==> config.mk <==
export PLATFORM = sky130hd
export DESIGN_NAME = bevt_gen
export DESIGN_NICKNAME = d
export VERILOG_FILES = /design/src/rtl/bevt_pkg.sv /design/src/rtl/bevt_match.sv /design/src/rtl/bevt_seq.sv /design/src/rtl/bevt_gen.sv
export SDC_FILE = /design/constraint.sdc
export NUM_CORES = 1
export LEC_CHECK = 0
export ABC_AREA = 0
export BUFFER_PORTS_ARGS = -buffer_cell sky130_fd_sc_hd__clkbuf_2
export CORE_UTILIZATION = 26
export DETAILED_ROUTE_END_ITERATION = 10
export SLEW_MARGIN = 10
export SYNTH_ARGS = -nofsm -noshare
export SYNTH_HDL_FRONTEND = slang
export SYNTH_SLANG_ARGS = --single-unit
export TNS_END_PERCENT = 50
==> constraint.sdc <==
create_clock -name clk -period 3.45 [get_ports clk]
set_input_delay 0.345 -clock clk [delete_from_list [all_inputs] [get_ports clk]]
set_output_delay 0.345 -clock clk [all_outputs]
set_load 0.01 [all_outputs]
==> src/rtl/bevt_pkg.sv <==
package bevt_pkg;
    localparam int ADDR_W = 32;
    localparam int DATA_W = 32;
    localparam int NBASE  = 2;
    localparam int NPAT   = 4;
    localparam int BSEL_W = (NBASE > 1) ? $clog2(NBASE) : 1;
    localparam int PID_W  = (NPAT > 1) ? $clog2(NPAT) : 1;

    typedef enum logic [2:0] {
        K_IO_RD  = 3'd0,
        K_IO_WR  = 3'd1,
        K_MEM_RD = 3'd2,
        K_MEM_WR = 3'd3,
        K_IRQ    = 3'd4
    } kind_t;

    typedef struct packed {
        kind_t             kind;
        logic [BSEL_W-1:0] bsel;
        logic [ADDR_W-1:0] off_lo;
        logic [ADDR_W-1:0] off_hi;
        logic [DATA_W-1:0] mask;
        logic [DATA_W-1:0] val_lo;
        logic [DATA_W-1:0] val_hi;
    } pat_t;

    // Fixed pattern table; an unused index gets an empty window.
    function automatic pat_t pat_table(input int idx);
        pat_t p;
        p = '{kind: K_IO_RD, bsel: '0, off_lo: ADDR_W'(1), off_hi: '0,
              mask: '0, val_lo: '0, val_hi: '0};
        case (idx)
            0: p = '{kind: K_MEM_WR, bsel: BSEL_W'(0), off_lo: ADDR_W'('h220),
                     off_hi: ADDR_W'('h220), mask: DATA_W'(1),
                     val_lo: DATA_W'(1), val_hi: DATA_W'(1)};
            1: p = '{kind: K_MEM_WR, bsel: BSEL_W'(0), off_lo: ADDR_W'('h220),
                     off_hi: ADDR_W'('h220), mask: DATA_W'(1),
                     val_lo: DATA_W'(0), val_hi: DATA_W'(0)};
            2: p = '{kind: K_MEM_WR, bsel: BSEL_W'(0), off_lo: ADDR_W'('h220),
                     off_hi: ADDR_W'('h22C), mask: DATA_W'(0),
                     val_lo: DATA_W'(0), val_hi: DATA_W'(0)};
            3: p = '{kind: K_IRQ, bsel: BSEL_W'(1), off_lo: ADDR_W'(0),
                     off_hi: ADDR_W'(3), mask: DATA_W'('hFF),
                     val_lo: DATA_W'('h10), val_hi: DATA_W'('h1F)};
            default: ;
        endcase
        return p;
    endfunction
endpackage

==> src/rtl/bevt_match.sv <==
module bevt_match
    import bevt_pkg::*;
#(
    parameter int IDX = 0
) (
    input  kind_t                        txn_kind,
    input  logic [ADDR_W-1:0]            txn_addr,
    input  logic [DATA_W-1:0]            txn_data,
    input  logic [NBASE-1:0][ADDR_W-1:0] bases,
    output logic                         hit
);
    localparam pat_t PAT = pat_table(IDX);

    logic [ADDR_W-1:0] offset;
    logic [DATA_W-1:0] masked;
    logic              kind_ok, addr_ok, data_ok;

    always_comb begin
        offset  = txn_addr - bases[PAT.bsel];
        masked  = txn_data & PAT.mask;
        kind_ok = (txn_kind == PAT.kind);
        addr_ok = (offset >= PAT.off_lo) && (offset <= PAT.off_hi);
        data_ok = (masked >= PAT.val_lo) && (masked <= PAT.val_hi);
        hit     = kind_ok && addr_ok && data_ok;
    end
endmodule

==> src/rtl/bevt_seq.sv <==
module bevt_seq
    import bevt_pkg::*;
(
    input  logic             clk,
    input  logic             rst,
    input  logic             load,
    input  logic [NPAT-1:0]  load_mask,
    output logic             ev_valid,
    output logic [NPAT-1:0]  ev_onehot,
    output logic [PID_W-1:0] ev_idx,
    output logic             ready
);
    logic [NPAT-1:0] pend_q;
    logic [NPAT-1:0] lowest;

    always_comb begin
        lowest    = pend_q & (~pend_q + NPAT'(1));
        ev_valid  = |pend_q;
        ev_onehot = lowest;
        ready     = ((pend_q & ~lowest) == '0);
        ev_idx    = '0;
        for (int i = 0; i < NPAT; i++) begin
            if (lowest[i]) ev_idx = PID_W'(i);
        end
    end

    always_ff @(posedge clk) begin
        if (rst) begin
            pend_q <= '0;
        end else if (load) begin
            pend_q <= load_mask;
        end else begin
            pend_q <= pend_q & ~lowest;
        end
    end

    // a shown event names exactly one pattern
    a_r6_onehot: assert property (@(posedge clk) disable iff (rst)
        ev_valid |-> $onehot(ev_onehot));

    // without a new load, the next event has a higher index
    a_r7_ascending: assert property (@(posedge clk) disable iff (rst)
        (ev_valid && $past(ev_valid) && !$past(load)) |-> (ev_onehot > $past(ev_onehot)));

    // holding off input means more events are still queued
    a_r8_busy_drains: assert property (@(posedge clk) disable iff (rst)
        !ready |=> ev_valid);
endmodule

==> src/rtl/bevt_gen.sv <==
module bevt_gen
    import bevt_pkg::*;
(
    input  logic              clk,
    input  logic              rst,
    input  logic              cfg_we,
    input  logic [BSEL_W-1:0] cfg_idx,
    input  logic [31:0]       cfg_data,
    input  logic              txn_valid,
    input  logic [2:0]        txn_kind,
    input  logic [31:0]       txn_addr,
    input  logic [31:0]       txn_data,
    output logic              txn_ready,
    output logic              ev_valid,
    output logic [NPAT-1:0]   ev_id,
    output logic [31:0]       ev_data,
    output logic [31:0]       ev_old
);
    logic [NBASE-1:0][ADDR_W-1:0] base_q;
    logic [NPAT-1:0][DATA_W-1:0]  shadow_q;
    logic [NPAT-1:0][DATA_W-1:0]  old_q;
    logic [DATA_W-1:0]            data_q;
    logic [NPAT-1:0]              hits;
    logic [PID_W-1:0]             ev_idx;
    logic                         accept;
    kind_t                        kind_in;

    assign kind_in = kind_t'(txn_kind);
    assign accept  = txn_valid && txn_ready;

    always_ff @(posedge clk) begin
        if (rst) begin
            base_q <= '0;
        end else if (cfg_we) begin
            base_q[cfg_idx] <= cfg_data;
        end
    end

    for (genvar g = 0; g < NPAT; g++) begin : g_pat
        bevt_match #(.IDX(g)) u_match (
            .txn_kind (kind_in),
            .txn_addr (txn_addr),
            .txn_data (txn_data),
            .bases    (base_q),
            .hit      (hits[g])
        );

        always_ff @(posedge clk) begin
            if (rst) begin
                shadow_q[g] <= '0;
                old_q[g]    <= '0;
            end else if (accept && hits[g]) begin
                old_q[g]    <= shadow_q[g];
                shadow_q[g] <= txn_data;
            end
        end

        // a matched transaction becomes that pattern's shadow
        a_r9_shadow_update: assert property (@(posedge clk) disable iff (rst)
            (accept && hits[g]) |=> (shadow_q[g] == $past(txn_data)));
    end

    always_ff @(posedge clk) begin
        if (rst) begin
            data_q <= '0;
        end else if (accept) begin
            data_q <= txn_data;
        end
    end

    bevt_seq u_seq (
        .clk       (clk),
        .rst       (rst),
        .load      (accept),
        .load_mask (hits),
        .ev_valid  (ev_valid),
        .ev_onehot (ev_id),
        .ev_idx    (ev_idx),
        .ready     (txn_ready)
    );

    assign ev_data = data_q;
    assign ev_old  = old_q[ev_idx];

    // a configuration write lands in the selected base register
    a_r2_base_write: assert property (@(posedge clk) disable iff (rst)
        cfg_we |=> (base_q[$past(cfg_idx)] == $past(cfg_data)));

    // an unmatched acceptance leaves no event behind
    a_r10_no_match_quiet: assert property (@(posedge clk) disable iff (rst)
        (accept && (hits == '0)) |=> !ev_valid);
endmodule

==> impl_table.tex <==
\begin{tabular}{lr}
\hline
Metric & Value \\
\hline
\multicolumn{2}{l}{\textbf{Synth}} \\
Cell with the most instances after synthesis & sky130\_fd\_sc\_hd\_\_dfxtp\_1 \\
Warnings, synthesis & 0 \\
Largest cells by area after synthesis & sky130\_fd\_sc\_hd\_\_dfxtp\_1 38\%, sky130\_fd\_sc\_hd\_\_a21oi\_1 8.3\%, sky130\_fd\_sc\_hd\_\_nand2\_1 6.7\% \\
Unique masters post-synth & 80 \\
Post-synth EDFFs & 0 \\
Synthesized flop and latch total & about 360 \\
Most area-hungry cell type in the Yosys netlist & sky130\_fd\_sc\_hd\_\_dfxtp\_1 \\
Ys async rst share & 0\% \\
Most common flop cell mapped by yosys & sky130\_fd\_sc\_hd\_\_dfxtp\_1 \\
Sequential share of the synthesized area & 38.0\% \\
Share of the synthesized area in the top cell type & a little under two fifths \\
Cell area after synthesis & roughly 0.019 mm\^{}2 \\
Net count of the mapped netlist & 2571 \\
Top post-synthesis cells by count & 356 x sky130\_fd\_sc\_hd\_\_dfxtp\_1, 333 x sky130\_fd\_sc\_hd\_\_nand2\_1, 310 x sky130\_fd\_sc\_hd\_\_a21oi\_1 \\
Average size of a mapped cell & just under 8 um\^{}2 \\
Cells after Synth & 2403 \\
\multicolumn{2}{l}{\textbf{Timing}} \\
Final hold violation count & 0 \\
Final worst path period share & 105\% \\
Setup repair after global routing missed its margin & yes \\
Worst slack on hold paths & 0.0319 ns \\
Worst clock skew & 0.0205 ns \\
Max-slew headroom & a little over half \\
Minimum setup slack in the final design & -0.178 ns \\
Min Clock Period, post-route & approximately 3.6 ns \\
\# setup viols final & between 150 and 200 \\
Max-slew violation count & 0 \\
Actual slew at the worst max-slew pin & 0.715 ns \\
Max Clk Rate & 276 MHz \\
\multicolumn{2}{l}{\textbf{Global route}} \\
Routing usage on met2 & 26.8\% \\
Via count of the first global-routing pass & 17000 \\
Number of antenna violations at the first check in global routing & 6 \\
Met1 Track Usage GR & approximately 22\% \\
Total global routing track utilization & between 15 and 20\% \\
Global route hottest layer & met2 \\
Remaining global-route overflow & 0 \\
Largest net degree at the start of global routing & 100 \\
Global-route met3 utilization & approximately 3.2\% \\
First-pass GRT wire length & 97.9 mm \\
\multicolumn{2}{l}{\textbf{Critical path}} \\
Setup slack, reg-to-reg & -0.18 ns \\
Kind of cell adding the most delay to the critical path & simple AND/OR/NAND/NOR gates \\
Req. time, crit path & about 4 ns \\
Critical path buffer and inverter count & 2 \\
Startpoint class of the critical path & register \\
Series of cell instances along the critical path & ha\_4 -> fa\_2 -> nand2b\_4 -> a211o\_4 -> a31oi\_4 -> a21o\_1 -> xnor2\_1 -> o2111ai\_1 -> or3\_4 -> nor4\_4 -> and4b\_4 -> buf\_12 -> clkbuf\_16 -> mux2i\_1 \\
Slowest stage delay, CP & approximately 0.36 ns \\
Worst R2R Start & base\_q[32]\$\_SDFFE\_PP0P\_ \\
Data arrival time of the critical path & around 4.1 ns \\
Slowest stage cell on the critical path & sky130\_fd\_sc\_hd\_\_fa\_2 \\
Setup CP Type & reg2reg \\
Max Fanout on Critical Path & 5 \\
Critical R2R Capture & shadow\_q[98]\$\_SDFFE\_PP0P\_ \\
R2R cell count & 14 \\
Sort of element at the end of the critical path & register \\
\multicolumn{2}{l}{\textbf{Floorplan}} \\
Row count & roughly 100 \\
Die Outline Area & approximately 0.073 mm\^{}2 \\
Placeable Area & approximately 0.071 mm\^{}2 \\
Vert. Die Dim & roughly 270 um \\
Die width & approximately 270 um \\
Num ports & 174 \\
Initial standard-cell utilization of the core & a little over a quarter \\
\multicolumn{2}{l}{\textbf{Run status}} \\
Violations in the final reports & setup timing \\
Run status & complete, but fails checks \\
\multicolumn{2}{l}{\textbf{Min path}} \\
Hold Startpoint & cfg\_data[7] \\
Hold Path End & base\_q[39]\$\_SDFFE\_PP0P\_ \\
Worst Hold Class & in2reg \\
Worst hold path stage count & 3 \\
\multicolumn{2}{l}{\textbf{Place}} \\
Placed wire-length estimate & around 43 mm \\
Port Buf Inserts & between 150 and 200 \\
Dpl cells & 3546 \\
Post-place instance area & about 0.022 mm\^{}2 \\
Placer congestion estimate & just under 0.9 \\
Pre-CTS setup slack & -0.688 ns \\
\multicolumn{2}{l}{\textbf{Clock tree}} \\
TritonCTS clock tree & built \\
Clk Latency, worst-skew pair & slightly below 0.6 ns \\
Number of clock buffers inserted by TritonCTS & 41 \\
Clock Tree Root & sky130\_fd\_sc\_hd\_\_clkbuf\_16 \\
CTS sink cnt & 356 \\
Htree depth & 2 \\
Deepest clock path buffer count & 3 \\
Clock input transition at the sequential cells of the worst setup and hold paths & about 0.060 ns \\
\multicolumn{2}{l}{\textbf{Drt}} \\
Number of iterations in the first detailed-routing pass & 6 \\
DR DRC count & 0 \\
Total number of vias & around 19000 \\
Average wire per cell in the routed design & between 15 and 20 um \\
Violation count after the first detailed-routing iteration & 1443 \\
Sum of routed wire length over all layers & between 70 and 80 mm \\
Routed via count divided by cell count & 5.07 \\
Number of nets with antenna violations after routing & 0 \\
\multicolumn{2}{l}{\textbf{Finish}} \\
Footprint of the multi-input gates & approximately 0.012 mm\^{}2 \\
Fraction of final layout cells sized beyond drive strength 1 & 28.1\% \\
\# fillers & a little over 7000 \\
Synth-to-layout area growth & 38.6\% \\
Combined flip-flop and latch cell area & 0.00713 mm\^{}2 \\
Layout Cell Area excl Fill & between 0.02 and 0.03 mm\^{}2 \\
Nets & roughly 2900 \\
Final standard cell count with taps included and fillers excluded & 3705 \\
\multicolumn{2}{l}{\textbf{Power}} \\
Total Power & 10.3 mW \\
Peak VDD IR & roughly 0.00035 V \\
Pwr dens & between 300 and 400 mW/mm\^{}2 \\
Leakage dissipation & approximately 9.8 nW \\
\multicolumn{2}{l}{\textbf{Run}} \\
Number of maximum-capacitance constraint violations & 0 \\
\hline
\end{tabular}
worst min-delay path, stage by stage:
cell and delay (ns):
sky130_fd_sc_hd__clkbuf_2 0.10, sky130_fd_sc_hd__nand2_1 0.05, sky130_fd_sc_hd__a21oi_1 0.05
worst max path at each step:
stage	start	endpoint	cells after the start	slack, ns
after floorplan	txn_addr[0]	shadow_q[68]$_SDFFE_PP0P_	15	0.002
after global placement	txn_addr[0]	shadow_q[119]$_SDFFE_PP0P_	15	-0.64
after detailed placement	txn_addr[0]	shadow_q[119]$_SDFFE_PP0P_	15	-0.69
after CTS	base_q[32]$_SDFFE_PP0P_	old_q[100]$_SDFFE_PP0P_	15	-0.23
after global routing	base_q[20]$_SDFFE_PP0P_	old_q[18]$_SDFFE_PP0P_	16	-0.30
final	base_q[32]$_SDFFE_PP0P_	shadow_q[98]$_SDFFE_PP0P_	14	-0.18
per-stage QoR:
| step | TNS [ns] | utilization [%] |
|---|---|---|
| after floorplan | 0 | - |
| after global placement | -112.57 | 30.7 |
| after detailed placement | -118.25 | 30.7 |
| after CTS | -11.46 | 33.7 |
| after global routing | -42.30 | 36.4 |
| final | -18.57 | 36.4 |
flip-flops by register name, summed over array words and instances, names as in the netlist:
name / count
base_q: 64
shadow_q: 128
ev_data: 32
u_seq.pend_q: 4
old_q: 128
routing by layer:
| layer | share of wire, % | vias up |
|---|---|---|
| li1 | - | 9074 |
| met1 | 44 | 8986 |
| met2 | 46 | 569 |
| met3 | 5.9 | 155 |
| met4 | 4.1 | 6 |
| met5 | 0.050 | - |
area by class of cell:
class	instances	share of cell area, %
Inverter	79	1.14
Timing Repair Buffer	463	16.1
Tap cell	950	4.57
Clock inverter	16	0.664
Antenna cell	1	0.00962
Sequential cell	356	27.4
Clock buffer	56	4.55
Multi-Input combinational cell	1784	45.5
placed cells by master (no fill, tap or decap), types with 74 or more instances in the layout:
cell type	instances
sky130_fd_sc_hd__a21oi_1	260
sky130_fd_sc_hd__buf_4	186
sky130_fd_sc_hd__clkbuf_2	172
sky130_fd_sc_hd__dfxtp_1	352
sky130_fd_sc_hd__inv_1	78
sky130_fd_sc_hd__mux2i_1	99
sky130_fd_sc_hd__nand2_1	332
sky130_fd_sc_hd__nand2b_1	138
sky130_fd_sc_hd__nand3_1	118
sky130_fd_sc_hd__o21ai_0	74
sky130_fd_sc_hd__o21ai_1	80
sky130_fd_sc_hd__o21ai_2	80
report_power, final:
part,switching (mW),internal (mW),total (mW)
combinational,1.00,0.710,1.71
sequential,0.0318,4.17,4.20
clock,1.87,2.57,4.44
total,2.90,7.44,10.3
cells by family after synthesis:
kind of cell | after synthesis | synth area share [%]
AOI/OAI and AO/OA | 722 | 22.0
buffers and inverters | 263 | 5.80
adders and majority gates | 64 | 4.35
and+or+nand+nor | 861 | 22.8
xor gates and xnor gates | 35 | 1.63
muxes | 102 | 5.45
DFF | 356 | 38.0
repair_timing:
| item | in CTS | in global routing |
|---|---|---|
| hold buffers | 19 | 0 |
| endpoints found under the hold margin | 31 | 0 |
| setup buffers | 12 | 15 |
| resized for setup | 51 | 372 |
| cloned | 9 | 34 |
| pin swaps | 26 | 156 |
| setup endpoints to repair | 258 | 260 |
(Power assumes the default switching activity.)
